===== src/rtl/ibrk_pkg.sv =====
package ibrk_pkg;
  localparam int unsigned AW    = 32;
  localparam int unsigned OFF_W = 4;
  localparam int unsigned NBND  = 2;

  typedef logic [AW-1:0]    addr_t;
  typedef logic [OFF_W-1:0] off_t;

  localparam off_t OFF_CTL = 4'h0;
  localparam off_t OFF_LO  = 4'h4;
  localparam off_t OFF_HI  = 4'h8;

  localparam int unsigned CTL_EN_BIT   = 0;
  localparam int unsigned CTL_MODE_BIT = 1;

  // byte offset of bound register i (0 = lower, 1 = upper)
  function automatic off_t bound_off(input int unsigned i);
    return (i == 0) ? OFF_LO : OFF_HI;
  endfunction

  // inclusive unsigned range test
  function automatic logic in_window(input addr_t lo, input addr_t hi, input addr_t a);
    return (a >= lo) && (a <= hi);
  endfunction

  // mode 0: inside, mode 1: strictly outside
  function automatic logic range_match(input logic mode, input addr_t lo,
                                       input addr_t hi, input addr_t a);
    if (mode) return (a < lo) || (a > hi);
    return in_window(lo, hi, a);
  endfunction
endpackage


===== src/rtl/ibrk_regs.sv =====
module ibrk_regs
  import ibrk_pkg::*;
(
  input  logic  clk,
  input  logic  rst_n,
  input  logic  cfg_we,
  input  off_t  cfg_off,
  input  addr_t cfg_wdata,
  output logic  ctl_en,
  output logic  ctl_mode,
  output addr_t bound_lo,
  output addr_t bound_hi
);
  addr_t bnd [NBND];

  always_ff @(posedge clk or negedge rst_n) begin
    if (!rst_n) begin
      ctl_en   <= 1'b0;
      ctl_mode <= 1'b0;
    end else if (cfg_we && cfg_off == OFF_CTL) begin
      ctl_en   <= cfg_wdata[CTL_EN_BIT];
      ctl_mode <= cfg_wdata[CTL_MODE_BIT];
    end
  end

  // bounds carry no reset value
  for (genvar i = 0; i < NBND; i++) begin : g_bnd
    always_ff @(posedge clk) begin
      if (cfg_we && cfg_off == bound_off(i)) bnd[i] <= cfg_wdata;
    end
  end

  assign bound_lo = bnd[0];
  assign bound_hi = bnd[1];
endmodule


===== src/rtl/ibrk_cmp.sv =====
module ibrk_cmp
  import ibrk_pkg::*;
(
  input  logic  mode,
  input  addr_t lo,
  input  addr_t hi,
  input  addr_t addr,
  output logic  hit
);
  always_comb hit = range_match(mode, lo, hi, addr);
endmodule


===== src/rtl/ibrk_watch.sv =====
module ibrk_watch
  import ibrk_pkg::*;
(
  input  logic             clk,
  input  logic             rst_n,
  input  logic             cfg_we,
  input  logic [OFF_W-1:0] cfg_off,
  input  logic [AW-1:0]    cfg_wdata,
  input  logic             fetch_valid,
  input  logic [AW-1:0]    fetch_addr,
  output logic             brk_evt
);
  logic  ctl_en, ctl_mode, cmp_hit, evt_q;
  addr_t bound_lo, bound_hi;

  ibrk_regs i_regs (
    .clk(clk), .rst_n(rst_n), .cfg_we(cfg_we), .cfg_off(cfg_off),
    .cfg_wdata(cfg_wdata), .ctl_en(ctl_en), .ctl_mode(ctl_mode),
    .bound_lo(bound_lo), .bound_hi(bound_hi)
  );

  ibrk_cmp i_cmp (
    .mode(ctl_mode), .lo(bound_lo), .hi(bound_hi),
    .addr(fetch_addr), .hit(cmp_hit)
  );

  always_ff @(posedge clk or negedge rst_n) begin
    if (!rst_n) evt_q <= 1'b0;
    else        evt_q <= fetch_valid && ctl_en && cmp_hit;
  end

  assign brk_evt = evt_q;
endmodule


===== config.mk =====
export PLATFORM = sky130hd
export DESIGN_NAME = ibrk_watch
export DESIGN_NICKNAME = d
export VERILOG_FILES = /design/src/rtl/ibrk_pkg.sv /design/src/rtl/ibrk_regs.sv /design/src/rtl/ibrk_cmp.sv /design/src/rtl/ibrk_watch.sv
export SDC_FILE = /design/constraint.sdc
export NUM_CORES = 1
export LEC_CHECK = 0
export BUFFER_PORTS_ARGS = -buffer_cell sky130_fd_sc_hd__buf_2
export CAP_MARGIN = 20
export CELL_PAD_IN_SITES_DETAIL_PLACEMENT = 1
export CELL_PAD_IN_SITES_GLOBAL_PLACEMENT = 1
export CORE_ASPECT_RATIO = 1.5
export CORE_MARGIN = 5
export CORE_UTILIZATION = 47
export CTS_CLUSTER_SIZE = 10
export DETAILED_ROUTE_END_ITERATION = 12
export PLACE_DENSITY = 0.89
export RECOVER_POWER = 100
export SLEW_MARGIN = 20
export SYNTH_ARGS = -nofsm -noshare
export SYNTH_HDL_FRONTEND = slang
export SYNTH_SLANG_ARGS = --single-unit

===== constraint.sdc =====
create_clock -name clk -period 6.19 [get_ports clk]
set_input_delay 0 -clock clk [delete_from_list [all_inputs] [get_ports clk]]
set_output_delay 0 -clock clk [all_outputs]
set_load 0.02 [all_outputs]

==> results of run 1 <==
-- cell families after synthesis --
| kind of cell | count (synthesis) |
|---|---|
| AND/OR/NAND/NOR | 56 |
| AO/OA/AOI/OAI | 55 |
| flip-flops | 67 |
| multiplexers | 2 |
| adder cells (fa/ha/maj) | 64 |
| buffers and inverters | 66 |
-- cell usage after synthesis (3+ instances only) --
cell type | instances | share of area (%)
nand4_1 | 10 | 1.7
ha_1 | 64 | 22
nor2_1 | 9 | 0.91
inv_1 | 66 | 6.7
dfrtp_1 | 3 | 2.0
edfxtp_1 | 64 | 52
a21oi_1 | 22 | 3.0
a221oi_1 | 4 | 0.95
o21ai_0 | 5 | 0.68
nand2_1 | 18 | 1.8
a21o_1 | 7 | 1.4
o21ai_1 | 5 | 0.68
nand3_1 | 5 | 0.68
-- cell type report --
type	instances	area, µm²
Clock buffer	14	264
Antenna cell	2	5.00
Fill cell	829	2870
Timing Repair Buffer	107	666
Multi-Input combinational cell	177	1450
Clock inverter	2	35.0
Sequential cell	67	2000
Inverter	66	248
Tap cell	102	128
-- worst register-to-register path: cells and delay by family, from the launching register on --
kind / cells / cell delay [ps]
AOI/OAI and AO/OA: 2 / 450
adders and majority gates: 1 / 310
buffers and inverters: 1 / 40
DFF: 1 / 320
and+or+nand+nor: 4 / 1370
-- registers in the layout, indices dropped and copies added, names as in the netlist --
signal / count
i_regs.ctl_mode: 1
i_regs.ctl_en: 1
brk_evt: 1
i_regs.bnd: 64
-- layout by cell type, fill, tap and decap left out, drive strengths merged, types with 7 or more instances in the layout --
cell type,n
a21o,7
a21oi,22
buf,47
clkbuf,41
dlygate4sd3,33
edfxtp,64
ha,64
inv,66
nand2,19
nand4,10
nor2,9
o21ai,11
-- per-layer routing --
metal,part of all wire (%),routed length [µm],track usage [%],up-vias
met1,33,3150,18.5,1329
met3,3.9,377,4.11,22
li1,-,-,-,1360
met4,2.5,246,10.2,0
met2,61,5900,43.8,68
met5,0,0,0,-
-- per-stage QoR --
stage	power (mW)	worst slack (ps)	hold WS, ps	std cells	util, %
after floorplan	0.580	3150	-296	310	-
after global placement	0.624	3750	-201	486	55.0
after detailed placement	0.634	3640	-200	486	55.0
after CTS	1.16	3630	0.268	535	63.2
after global routing	1.20	3410	36.7	537	62.6
final	1.15	3580	21.1	537	62.6
-- worst paths after layout --
check / to / startpoint / slack [ps] / depth (start not counted)
max: brk_evt / i_regs.bnd[0][46] / 3580 / 8
min: brk_evt / rst_n / 20 / 2
max reg2reg: brk_evt / i_regs.bnd[0][46] / 3580 / 8
min reg2reg: i_regs.ctl_en / i_regs.ctl_en / 510 / 1
max in group asynchronous: i_regs.ctl_en / rst_n / 6020 / 2
min in group clk: brk_evt / fetch_valid / 80 / 3
-- power breakdown --
| group | switching [mW] | internal, mW |
|---|---|---|
| registers | 0.00497 | 0.510 |
| clock network | 0.178 | 0.333 |
| logic | 0.0641 | 0.0616 |
| total | 0.247 | 0.905 |
-- repair_timing --
action                    4_1_cts  5_1_grt
hold endpoints to repair       69        0
buffers inserted                0        0
gates resized for setup         0        0
hold buffers                   33        0
==> metrics.yaml, run 1 <==
setup_path:
  critPathMaxStageDelay_ps: 580
  required_ps: 6400
  endpoint_kind: "flip-flop"
  crit_chain: "inv_1, ha_1, nand4_1, or4_1, or4_1, o21ai_0, nor2_1, a311o_1"
  worst_path_most_repeated_cell: "or4_1"
  critPathSlowestCell: "or4_1"
  crit_arrival_ps: 2820
  cp_num_buf_inv: 1
  criticalPathCategory: "reg2reg"
  crit_family: "simple AND/OR/NAND/NOR gates"
  critPathMaxFanout: 3
  cp-start-kind: "flip-flop"
place:
  placed_area_mm2: 0.00422
  hpwl_um: 7050
  place_congestion: 0.754
  numPortBuffers: 72
logic_synthesis:
  synthMuxAreaShare_pct: 0.608
  synth_compound_area_share_pct: 9.26
  synth_edf_count: 64
  synth_top_family_by_area: "adder cells"
  synthAdderAreaFrac_pct: 21.6
  async_reset_ff_share_pct: 4.48
  synth_nets: 446
  ys_ff_latch: 67
  synth_xor_area_share_pct: 0
  synth_ff_type: "edfxtp_1"
  ys_types: 33
  syn_area_mm2: 0.00370
  yosysSeqAreaShare_pct: 53.9
  synth_cells: 310
  syn_area_per_cell_um2: 11.9
  yosys.area_share.simple_pct: 7.87
  synth_warnings: 0
route:
  post_drt_wl_per_cell_um: 18.0
  antenna_left: 0
  vias_per_cell: 5.18
  num_vias: 2779
  drt-total-wl_um: 9680
  dr.pass1.iters: 4
  drc: 0
  drt_iter0_markers: 118
timing:
  skew_ps: 5.34
  setup_tns_ps: 0
  hold_viol_final: 0
  relSlewSlack_pct: -30.4
  grt_setup_unrepaired: "no"
  post-route-period-util_pct: 42.1
  fmax_ghz: 0.384
  finalMaxSlewViolations: 66
  worst_slew_pin_slew_ps: 1960
  setup_violations: 0
  fin_crit_ps: 2610
floorplan:
  start_util_pct: 48.3
  die-area_mm2: 0.00979
  die_h_um: 119
  rows: 39
  die_w_um: 82.5
  pin_count: 73
  core_mm2: 0.00766
hold_path:
  holdCritPathClass: "in2async"
pwr:
  power_density_mw_per_mm2: 240
  leakage_nw: 2.19
  ir_worst_vdd_uv: 234
global_route:
  grt_pass1_vias: 3311
  antenna_found_initial: 2
  grt_overflow: 0
  grt_max_degree: 33
  grt_pass1_wl_um: 15200
  grt.total_usage_pct: 21.6
outcome:
  violations: "max-capacitance violations, max-slew violations"
  status: "complete, but fails checks"
job:
  maxCapViolCount: 2
clock_tree:
  clock_path_buffers: 2
  clock-sinks: 67
  htreeDepth: 3
  cts_buffers: 9
  root_buffer: "clkbuf_16"
  cts_tree: "done"
  path_clk_slew_ps: 60
  worstSkewPairLatency_ps: 330
layout:
  drive_above_1_share_pct: 14.5
  final_nets: 564
  final_area_mm2: 0.00480
  synthToLayoutAreaGrowth_pct: 29.5
Note: power is estimated with default switching activity, not from simulation.
==> run 2: changes to the inputs <==
- CORE_UTILIZATION: 47 -> 44
- PLACE_DENSITY: 0.89 -> 0.84
- clock period: 6.19 -> 2.7 ns (I/O delays scaled with it)
==> run 2 against run 1 <==
Against the previous run:
- the flow still finishes with violations (max-capacitance violations, max-slew violations)
- count of clock-buffer cells in the layout decreased by 3
- final area down 0.10%
- critical path depth unchanged
- die area increased by 6.1%
- highest routed layer unchanged
- sequential power rose by 130%
- largest power group unchanged
- worst hold slack gained 45 ps
- total power increased by 120%
- register-to-register slack worse by 3400 ps
==> metrics.yaml, run 2 (same netlist as run 1, synthesis figures left out) <==
global_route:
  grt_pass1_wl_um: 14500
  antenna_found_initial: 1
  grt_max_degree: 33
  grt.total_usage_pct: 18.8
  met3_usage_pct: 4.70
  grt_pass1_vias: 3279
  grtUsageMet2_pct: 36.7
  grtUsageMet1_pct: 16.2
  grt_overflow: 0
  grt_busiest_layer: "met2"
place:
  place_congestion: 0.801
  numPortBuffers: 72
  placedCellCount: 491
  hpwl_um: 6940
  dpl_worst_slack_ps: 143
clock_tree:
  path_clk_slew_ps: 60
  worstSkewPairLatency_ps: 340
  cts_resized: 0
  htreeDepth: 3
  root_buffer: "clkbuf_16"
  cts_buffers: 9
  clock_path_buffers: 2
  clock-sinks: 67
  cts_tree: "done"
timing:
  grt_setup_unrepaired: "no"
  finalMaxSlewViolations: 66
  fin_crit_ps: 2560
  fin_ws_ps: 136
  relSlewSlack_pct: -28.3
  post-route-period-util_pct: 95.0
  setup_violations: 0
  fmax_ghz: 0.390
  hold_viol_final: 0
  skew_ps: 5.77
  worst_slew_pin_slew_ps: 1920
route:
  drt_iter0_markers: 97
  dr.pass1.iters: 2
  vias_per_cell: 5.17
  antenna_left: 0
  num_vias: 2801
  drt-total-wl_um: 8960
  post_drt_wl_per_cell_um: 16.5
  drc: 0
layout:
  largest_reg_flops: 64
  fillCellCount: 931
  register_area_mm2: 0.00200
  layout_common_cells: "66 x inv_1, 64 x ha_1, 64 x edfxtp_1"
  final_common_cell: "inv_1"
  synthToLayoutAreaGrowth_pct: 29.4
  final_util_pct: 57.6
  fin_cells: 542
  drive_above_1_share_pct: 15.9
  final_nets: 565
  regMostFlops: "i_regs.bnd"
  multi_input_area_mm2: 0.00146
floorplan:
  rows: 41
  die_w_um: 84.9
  die_h_um: 122
  core_mm2: 0.00831
  pin_count: 73
  die-area_mm2: 0.0104
  start_util_pct: 44.5
pwr:
  finalPower_mw: 2.52
  power_density_mw_per_mm2: 527
  ir_worst_vdd_uv: 452
  leakage_nw: 2.19
hold_path:
  holdCritPathClass: "in2reg"
job:
  maxCapViolCount: 2
outcome:
  status: "complete, but fails checks"
  violations: "max-capacitance violations, max-slew violations"
setup_path:
  cp-start-kind: "flip-flop"
  crit_arrival_ps: 2780
  criticalPathCategory: "reg2reg"
  required_ps: 2920
  endpoint_kind: "flip-flop"
  critPathMaxFanout: 3
[run 2: routing by layer]
layer | share of wire (%) | vias up
li1 | - | 1358
met1 | 33 | 1341
met2 | 59 | 71
met3 | 4.0 | 31
met4 | 4.7 | 0
met5 | 0 | -
[run 2: through the flow]
step | setup TNS [ps] | instance area [µm²] | hold WS, ps
after global placement | 0 | 4220 | -197
final | 0 | 4790 | 66.2
after global routing | 0 | 4790 | 80.8
after CTS | 0 | 4830 | 54.8
after detailed placement | 0 | 4220 | -190
after floorplan | -21360 | 3700 | -296
[run 2: worst max-delay path, stage by stage, from the launching register on]
cell and delay, ps:
edfxtp_1 320, inv_1 40, ha_1 310, nand4_1 180, or4_1 570, or4_1 550
o21ai_2 90, nor2_1 60, a311o_1 310
[run 2: timing repair]
item                                   CTS  global route
hold buffers                            34             0
setup endpoints to repair                0             1
buffers inserted                         0             0
endpoints found under the hold margin   69             0
[run 2: worst paths after layout]
path,start,to,slack [ps],depth (start not counted)
setup / recovery,i_regs.bnd[0][43],brk_evt,140,8
min in group asynchronous,rst_n,i_regs.ctl_mode,570,3
setup reg to reg,i_regs.bnd[0][43],brk_evt,140,8
hold / removal,fetch_valid,brk_evt,70,3
max in group asynchronous,rst_n,brk_evt,1970,3
hold reg to reg,i_regs.ctl_en,i_regs.ctl_en,500,1
[run 2: final cells by class]
class / count / area share [%]
Inverter: 66 / 5.17
Antenna cell: 1 / 0.0522
Clock buffer: 11 / 5.07
Clock inverter: 5 / 0.627
Multi-Input combinational cell: 177 / 30.4
Tap cell: 107 / 2.79
Timing Repair Buffer: 108 / 14.2
Sequential cell: 67 / 41.7
[run 2: power breakdown]
part | switching (mW) | internal [mW] | leakage (nW)
logic | 0.142 | 0.142 | 1.44
registers | 0.0122 | 1.17 | 0.616
clock network | 0.416 | 0.640 | 0.131
